[config.mk]
export PLATFORM = sky130hd
export DESIGN_NAME = pwtg_timer
export DESIGN_NICKNAME = d
export VERILOG_FILES = /design/src/rtl/pwtg_pkg.sv /design/src/rtl/pwtg_stage.sv /design/src/rtl/pwtg_pwm.sv /design/src/rtl/pwtg_toggle.sv /design/src/rtl/pwtg_timer.sv
export SDC_FILE = /design/constraint.sdc
export NUM_CORES = 1
export LEC_CHECK = 0
export ABC_AREA = 1
export BUFFER_PORTS_ARGS = -buffer_cell sky130_fd_sc_hd__buf_2
export CORE_UTILIZATION = 45
export DETAILED_ROUTE_END_ITERATION = 12
export HOLD_SLACK_MARGIN = 0.1
export PLACE_DENSITY = 0.66
export SYNTH_ARGS = -nofsm -noshare
export SYNTH_HDL_FRONTEND = slang
export SYNTH_SLANG_ARGS = --single-unit
[constraint.sdc]
create_clock -name clk -period 5 [get_ports clk]
set_input_delay 0.75 -clock clk [delete_from_list [all_inputs] [get_ports clk]]
set_output_delay 0.75 -clock clk [all_outputs]
set_load 0.01 [all_outputs]
[src/rtl/pwtg_pkg.sv]
package pwtg_pkg;
  typedef enum logic [1:0] {
    MD_SPLIT_TOG = 2'd0,
    MD_DUAL_PWM  = 2'd1,
    MD_WIDE_TOG  = 2'd2,
    MD_WIDE_PWM  = 2'd3
  } tmr_mode_e;
endpackage

[src/rtl/pwtg_stage.sv]
// One 8-bit (parameterised) count stage: advances on tick, clears on restart.
module pwtg_stage #(
  parameter int W = 8
) (
  input  logic         clk,
  input  logic         rst_n,
  input  logic         run,
  input  logic         tick,
  input  logic         restart,
  input  logic [W-1:0] cmp,
  output logic [W-1:0] cnt,
  output logic [W-1:0] cnt_d,
  output logic         hit
);
  always_comb begin
    cnt_d = cnt;
    if (!run)
      cnt_d = '0;
    else if (tick)
      cnt_d = restart ? '0 : cnt + 1'b1;
  end

  assign hit = (cnt == cmp);

  always_ff @(posedge clk or negedge rst_n) begin
    if (!rst_n) cnt <= '0;
    else        cnt <= cnt_d;
  end

  // A restart taken on a tick must leave the stage at zero.
  assert_restart_clears_R2: assert property (@(posedge clk) disable iff (!rst_n)
    (run && tick && restart) |=> (cnt == '0))
    else $error("stage did not clear on restart");

  // A disabled stage sits at zero on the next clock.
  assert_idle_zero_R1: assert property (@(posedge clk) disable iff (!rst_n)
    !run |=> (cnt == '0))
    else $error("stage not cleared while idle");
endmodule

[src/rtl/pwtg_pwm.sv]
// PWM slice: duty latched at the period boundary, output registered.
module pwtg_pwm #(
  parameter int W = 8
) (
  input  logic         clk,
  input  logic         rst_n,
  input  logic         run,
  input  logic         wrap,
  input  logic [W-1:0] duty,
  input  logic [W-1:0] cnt,
  input  logic [W-1:0] cnt_d,
  output logic         pwm_o
);
  logic [W-1:0] duty_lat, duty_nx;
  logic         pwm_nx;

  always_comb begin
    duty_nx = duty_lat;
    if (!run || wrap)
      duty_nx = duty;
    pwm_nx = run && (cnt_d < duty_nx);
  end

  always_ff @(posedge clk or negedge rst_n) begin
    if (!rst_n) begin
      duty_lat <= '0;
      pwm_o    <= 1'b0;
    end else begin
      duty_lat <= duty_nx;
      pwm_o    <= pwm_nx;
    end
  end

  // Zero duty never yields a high output.
  assert_zero_duty_low_R4: assert property (@(posedge clk) disable iff (!rst_n)
    (duty_lat == '0) |-> !pwm_o)
    else $error("pwm high with zero duty");

  // Inside a running period the latched duty does not move.
  assert_duty_held_R5: assert property (@(posedge clk) disable iff (!rst_n)
    (run && $past(run) && cnt != '0) |-> $stable(duty_lat))
    else $error("duty latch changed mid-period");
endmodule

[src/rtl/pwtg_toggle.sv]
// Toggle slice: inverts on each event, forced low while not running.
module pwtg_toggle (
  input  logic clk,
  input  logic rst_n,
  input  logic run,
  input  logic flip,
  output logic tog_o
);
  logic tog_nx;

  always_comb begin
    tog_nx = 1'b0;
    if (run)
      tog_nx = tog_o ^ flip;
  end

  always_ff @(posedge clk or negedge rst_n) begin
    if (!rst_n) tog_o <= 1'b0;
    else        tog_o <= tog_nx;
  end

  // A running toggle output changes only after an event.
  assert_flip_only_on_event_R2: assert property (@(posedge clk) disable iff (!rst_n)
    ($past(run) && run && (tog_o != $past(tog_o))) |-> $past(flip))
    else $error("toggle moved without event");
endmodule

[src/rtl/pwtg_timer.sv]
module pwtg_timer
  import pwtg_pkg::*;
#(
  parameter int HALF_W = 8
) (
  input  logic              clk,
  input  logic              rst_n,
  input  logic              en,
  input  logic [1:0]        mode,
  input  logic              ext_sel,
  input  logic              evt_in,
  input  logic [HALF_W-1:0] match_lo,
  input  logic [HALF_W-1:0] match_hi,
  input  logic [HALF_W-1:0] duty_lo,
  input  logic [HALF_W-1:0] duty_hi,
  output logic              pin_lo,
  output logic              pin_hi,
  output logic              flag_lo,
  output logic              flag_hi
);
  localparam int NH = 2;
  localparam logic [HALF_W-1:0] ALL1 = '1;

  tmr_mode_e md;
  assign md = tmr_mode_e'(mode);

  logic              evt_q, ext_tick, src_tick, lo_ff, full;
  logic              tick   [NH];
  logic              rstrt  [NH];
  logic [HALF_W-1:0] cmp    [NH];
  logic [HALF_W-1:0] cnt_q  [NH];
  logic [HALF_W-1:0] cnt_d  [NH];
  logic              hit    [NH];
  logic              ev     [NH];
  logic              pwm_sel[NH];
  logic              tog_sel[NH];
  logic [HALF_W-1:0] duty_in[NH];
  logic              pwm_q  [NH];
  logic              tog_q  [NH];
  logic              flag_q [NH];

  assign ext_tick   = evt_in & ~evt_q;
  assign src_tick   = ext_sel ? ext_tick : 1'b1;
  assign lo_ff      = (cnt_q[0] == ALL1);
  assign full       = hit[0] & hit[1];
  assign duty_in[0] = duty_lo;
  assign duty_in[1] = duty_hi;

  always_ff @(posedge clk or negedge rst_n) begin
    if (!rst_n) evt_q <= 1'b0;
    else        evt_q <= evt_in;
  end

  // Per-mode linking of the two halves.
  always_comb begin
    tick[0] = 1'b1;  tick[1] = 1'b1;
    cmp[0]  = ALL1;  cmp[1]  = ALL1;
    rstrt[0] = hit[0]; rstrt[1] = hit[1];
    ev[0] = hit[0];  ev[1] = hit[1];
    pwm_sel[0] = 1'b0; pwm_sel[1] = 1'b0;
    tog_sel[0] = 1'b0; tog_sel[1] = 1'b0;
    unique case (md)
      MD_SPLIT_TOG: begin
        cmp[0] = match_lo;
        cmp[1] = match_hi;
        tick[1] = src_tick;
        ev[1] = src_tick & hit[1];
        tog_sel[0] = 1'b1; tog_sel[1] = 1'b1;
      end
      MD_DUAL_PWM: begin
        pwm_sel[0] = 1'b1; pwm_sel[1] = 1'b1;
      end
      MD_WIDE_TOG: begin
        cmp[0] = match_lo;
        cmp[1] = match_hi;
        tick[0] = src_tick;
        tick[1] = src_tick & (lo_ff | full);
        rstrt[0] = full;
        rstrt[1] = full;
        ev[0] = src_tick & hit[0];
        ev[1] = src_tick & full;
        tog_sel[0] = 1'b1; tog_sel[1] = 1'b1;
      end
      MD_WIDE_PWM: begin
        cmp[1] = match_hi;
        tick[1] = lo_ff;
        ev[0] = lo_ff;
        ev[1] = lo_ff & hit[1];
        pwm_sel[0] = 1'b1;
        tog_sel[1] = 1'b1;
      end
      default: ;
    endcase
  end

  for (genvar g = 0; g < NH; g++) begin : g_half
    pwtg_stage #(.W(HALF_W)) u_stage (
      .clk(clk), .rst_n(rst_n), .run(en), .tick(tick[g]),
      .restart(rstrt[g]), .cmp(cmp[g]),
      .cnt(cnt_q[g]), .cnt_d(cnt_d[g]), .hit(hit[g])
    );

    pwtg_pwm #(.W(HALF_W)) u_pwm (
      .clk(clk), .rst_n(rst_n), .run(en & pwm_sel[g]), .wrap(ev[g]),
      .duty(duty_in[g]), .cnt(cnt_q[g]), .cnt_d(cnt_d[g]), .pwm_o(pwm_q[g])
    );

    pwtg_toggle u_tog (
      .clk(clk), .rst_n(rst_n), .run(en & tog_sel[g]), .flip(ev[g]),
      .tog_o(tog_q[g])
    );

    always_ff @(posedge clk or negedge rst_n) begin
      if (!rst_n) flag_q[g] <= 1'b0;
      else        flag_q[g] <= en & ev[g];
    end
  end

  assign pin_lo  = pwm_sel[0] ? pwm_q[0] : tog_q[0];
  assign pin_hi  = pwm_sel[1] ? pwm_q[1] : tog_q[1];
  assign flag_lo = flag_q[0];
  assign flag_hi = flag_q[1];

  // Outputs are quiet one clock after the timer is disabled.
  assert_quiet_when_off_R1: assert property (@(posedge clk) disable iff (!rst_n)
    !$past(en) |-> (!pin_lo && !pin_hi && !flag_lo && !flag_hi))
    else $error("outputs active while disabled");

  // Input assumption: configuration only changes while disabled.
  assert_cfg_held_R1: assert property (@(posedge clk) disable iff (!rst_n)
    (en && $past(en)) |-> ($stable(mode) && $stable(ext_sel)))
    else $error("mode changed while running");

  // PWM period flags are isolated single pulses.
  assert_pwm_flag_single_R9: assert property (@(posedge clk) disable iff (!rst_n)
    (en && $past(en) && md == MD_DUAL_PWM && $past(flag_lo)) |-> !flag_lo)
    else $error("back-to-back pwm flags");

  // In mode 3 the high byte only moves on a low-byte wrap.
  assert_hi_follows_wrap_R7: assert property (@(posedge clk) disable iff (!rst_n)
    (en && $past(en) && md == MD_WIDE_PWM && cnt_q[0] != '0) |-> $stable(cnt_q[1]))
    else $error("high byte moved without wrap");
endmodule

==> flow_metrics.py <==
metrics = {
    "status": {
        "status": "finished clean",
    },
    "clock_network": {
        "clkTransAtPathRegs_ns": 0.08,
        "clkLatencyLatePin_ns": 0.30,
        "cts-root-buf": "clkbuf_8",
        "cts_tree": "done",
        "numCtsBuffers": 5,
        "clockBufferDepth": 2,
        "ctsHoldBuffers": 0,
        "htreeDepth": 2,
        "clock-sinks": 39,
        "cts_resized": 0,
        "post_cts_buffers": 0,
    },
    "placement": {
        "port_buffers": 42,
        "routabilityCongestion": 0.858,
        "place_area_sq_mm": 0.00292,
        "place_hpwl_um": 4270,
        "pre_cts_slack_ns": 1.08,
    },
    "sta": {
        "fmax_mhz": 278,
        "period_share_pct": 71.9,
        "rsz0062_at_grt": "false",
        "hold_viol_final": 0,
        "setup_tns_ns": 0,
        "period_needed_ns": 3.60,
        "setup_viol": 0,
        "finalWorstSetupSlack_ns": 1.40,
        "tightest_slew_ns": 0.897,
        "relSlewSlack_pct": 40.2,
        "maxSlewViolCount": 0,
        "clock_skew_ns": 0.0119,
    },
    "yosys": {
        "synthDistinctLibCells": 33,
        "synthesis.instances": 347,
        "avgSynthCellArea_sq_um": 7.59,
        "yosys_warnings": 0,
        "syn_area_sq_mm": 0.00263,
        "ys_ff_latch": 39,
        "syn_nets": 407,
        "ys_seq_area_share_pct": 37.1,
    },
    "route": {
        "wl_um": 5490,
        "drtAntennaViolNets": 0,
        "dr.pass1.iters": 4,
        "remaining_drc_errors": 0,
        "vias_per_cell": 4.81,
        "vias": 2243,
        "drt_iter0_drc": 155,
        "wl_per_cell_um": 11.8,
    },
    "worst_setup_path": {
        "cp-end-kind": "register",
        "startpoint_type": "input port",
        "cp-startpoint": "mode[1]",
        "crit_type": "input port to register",
        "path_max_fanout": 15,
        "required_ns": 5.23,
        "worstReg2RegStart": "g_half[0].u_stage.cnt[1]$_DFF_PN0_",
        "worstPathArrival_ns": 3.82,
    },
    "final_layout": {
        "layout-drive-gt1-share_pct": 18.8,
        "diodes": 0,
        "final_cell_area_sq_mm": 0.00305,
        "nets": 453,
        "layout_common_cells": "nand2_1, inv_1, buf_2, dfrtp_1, nor2_1",
        "final_util_pct": 54.7,
        "mostFrequentLayoutCell": "nand2_1",
        "area_growth_pct": 15.7,
    },
    "floorplan": {
        "die_height_um": 78.5,
        "core_area_sq_mm": 0.00557,
        "dieArea_sq_mm": 0.00616,
        "initial_core_util_pct": 47.3,
        "rows": 27,
        "die_w_um": 78.5,
        "io_pins": 43,
    },
    "power": {
        "seq_power_share_pct": 44.0,
        "peakVddDrop_mv": 0.144,
        "p_sw_share_pct": 25.3,
        "p_per_area_mw_per_mm2": 254,
        "combPwrFrac_pct": 15.6,
        "clkPwrFrac_pct": 40.4,
        "total_power_mw": 0.773,
        "p_switching_mw": 0.196,
        "leakage_nw": 1.69,
        "p_int_mw": 0.578,
    },
    "min_path": {
        "min-delay-path-class": "register to register",
        "min_from": "g_half[0].u_tog.tog_o$_DFF_PN0_",
    },
    "global_route": {
        "grt_pass1_vias": 2118,
        "grt_pass1_wl_um": 9690,
        "antenna_found_initial": 0,
        "grt_max_degree": 40,
        "grt_overflow": 0,
        "use_met3_pct": 4.07,
        "met1_usage_pct": 29.7,
        "grt_most_used_layer": "met1",
        "grtUsageTotal_pct": 20.2,
        "gr-usage-met2_pct": 29.2,
    },
    "run": {
        "drv_cap": 0,
    },
}
[worst max-delay path, stage by stage]
cell	delay (ns)
buf_2	0.12
inv_1	0.10
ha_1	0.53
nor2_1	0.13
xor2_1	0.16
nand2_1	0.09
nor2_2	0.12
nand2_2	0.12
nor2_2	0.11
nand2_2	0.08
nand2_4	0.11
nand3_1	0.13
nor3_2	0.19
a21oi_1	0.11
nor3_2	0.21
ha_1	0.27
a211oi_1	0.23
o21ai_0	0.12
a21oi_1	0.12
[power by group through the flow]
| stage | registers [mW] | logic (mW) | clock network (mW) |
|---|---|---|---|
| floorplan | 0.344 | 0.0817 | 0 |
| global placement | 0.346 | 0.119 | 0 |
| detailed placement | 0.347 | 0.121 | 0 |
| CTS | 0.340 | 0.122 | 0.321 |
| global route | 0.343 | 0.140 | 0.335 |
| finish | 0.341 | 0.121 | 0.312 |
[layout make-up]
| cell class | count | area (sq um) |
|---|---|---|
| Timing Repair Buffer | 42 | 210 |
| Sequential cell | 39 | 976 |
| Fill cell | 547 | 2530 |
| Clock inverter | 2 | 60.1 |
| Clock buffer | 6 | 72.6 |
| Multi-Input combinational cell | 241 | 1400 |
| Tap cell | 72 | 90.1 |
| Inverter | 64 | 240 |
[Yosys cell counts, drive strengths merged]
| cell | n | area [sq um] |
|---|---|---|
| o21bai | 1 | 7.51 |
| nand4 | 5 | 37.5 |
| nand3 | 20 | 100 |
| nand3b | 1 | 7.51 |
| nor3b | 3 | 22.5 |
| and2 | 1 | 6.26 |
| o31ai | 1 | 7.51 |
| inv | 64 | 240 |
| nor2 | 35 | 149 |
| ha | 21 | 263 |
| and3 | 1 | 6.26 |
| clkbuf | 2 | 7.51 |
| o211ai | 1 | 7.51 |
| mux2 | 2 | 22.5 |
| buf | 1 | 11.3 |
| nor3 | 6 | 40.0 |
| a21oi | 14 | 70.1 |
| mux2i | 1 | 10.0 |
| a211oi | 2 | 15.0 |
| xor2 | 15 | 131 |
| o21ai | 29 | 149 |
| nand2 | 75 | 302 |
| or2 | 6 | 37.5 |
| o21a | 1 | 7.51 |
| dfrtp | 39 | 976 |
[registers in the layout (all words and copies together) (netlist names)]
register               cells
g_half.u_pwm.pwm_o         2
flag_hi                    1
g_half.u_pwm.duty_lat     16
evt_q                      1
g_half.u_tog.tog_o         2
g_half.u_stage.cnt        16
flag_lo                    1
[path summary, 6_finish.rpt]
kind | slack, ns | depth (start not counted) | end
max | 1.40 | 19 | g_half[1].u_pwm.pwm_o$_DFF_PN0_
min | 0.48 | 1 | g_half[0].u_tog.tog_o$_DFF_PN0_
max reg2reg | 2.02 | 15 | g_half[1].u_pwm.pwm_o$_DFF_PN0_
min reg2reg | 0.48 | 1 | g_half[0].u_tog.tog_o$_DFF_PN0_
max in group asynchronous | 3.86 | 1 | g_half[1].u_pwm.duty_lat[3]$_DFF_PN0_
min in group asynchronous | 0.58 | 1 | evt_q$_DFF_PN0_
[through the flow]
stage	hold slack, ns	std cells
floorplan	0.435	347
CTS	0.477	466
global placement	0.457	458
global route	0.509	466
detailed placement	0.467	458
finish	0.476	466
[logic make-up (layout without fill, tap and decap cells)]
group	after synthesis	in the layout	synth area share, %
AOI/OAI and AO/OA	49	49	10.0
xor gates and xnor gates	15	15	4.99
adders and majority gates	21	21	9.98
buffers and inverters	67	114	9.83
DFF	39	39	37.1
muxes	3	3	1.24
and+or+nand+nor	153	153	26.9
[metal layers]
metal,up-vias,share of wire (%)
li1,1193,-
met1,1006,52
met2,38,43
met3,6,3.7
met4,0,1.4
met5,-,0
Note: power is estimated with default switching activity, not from simulation.
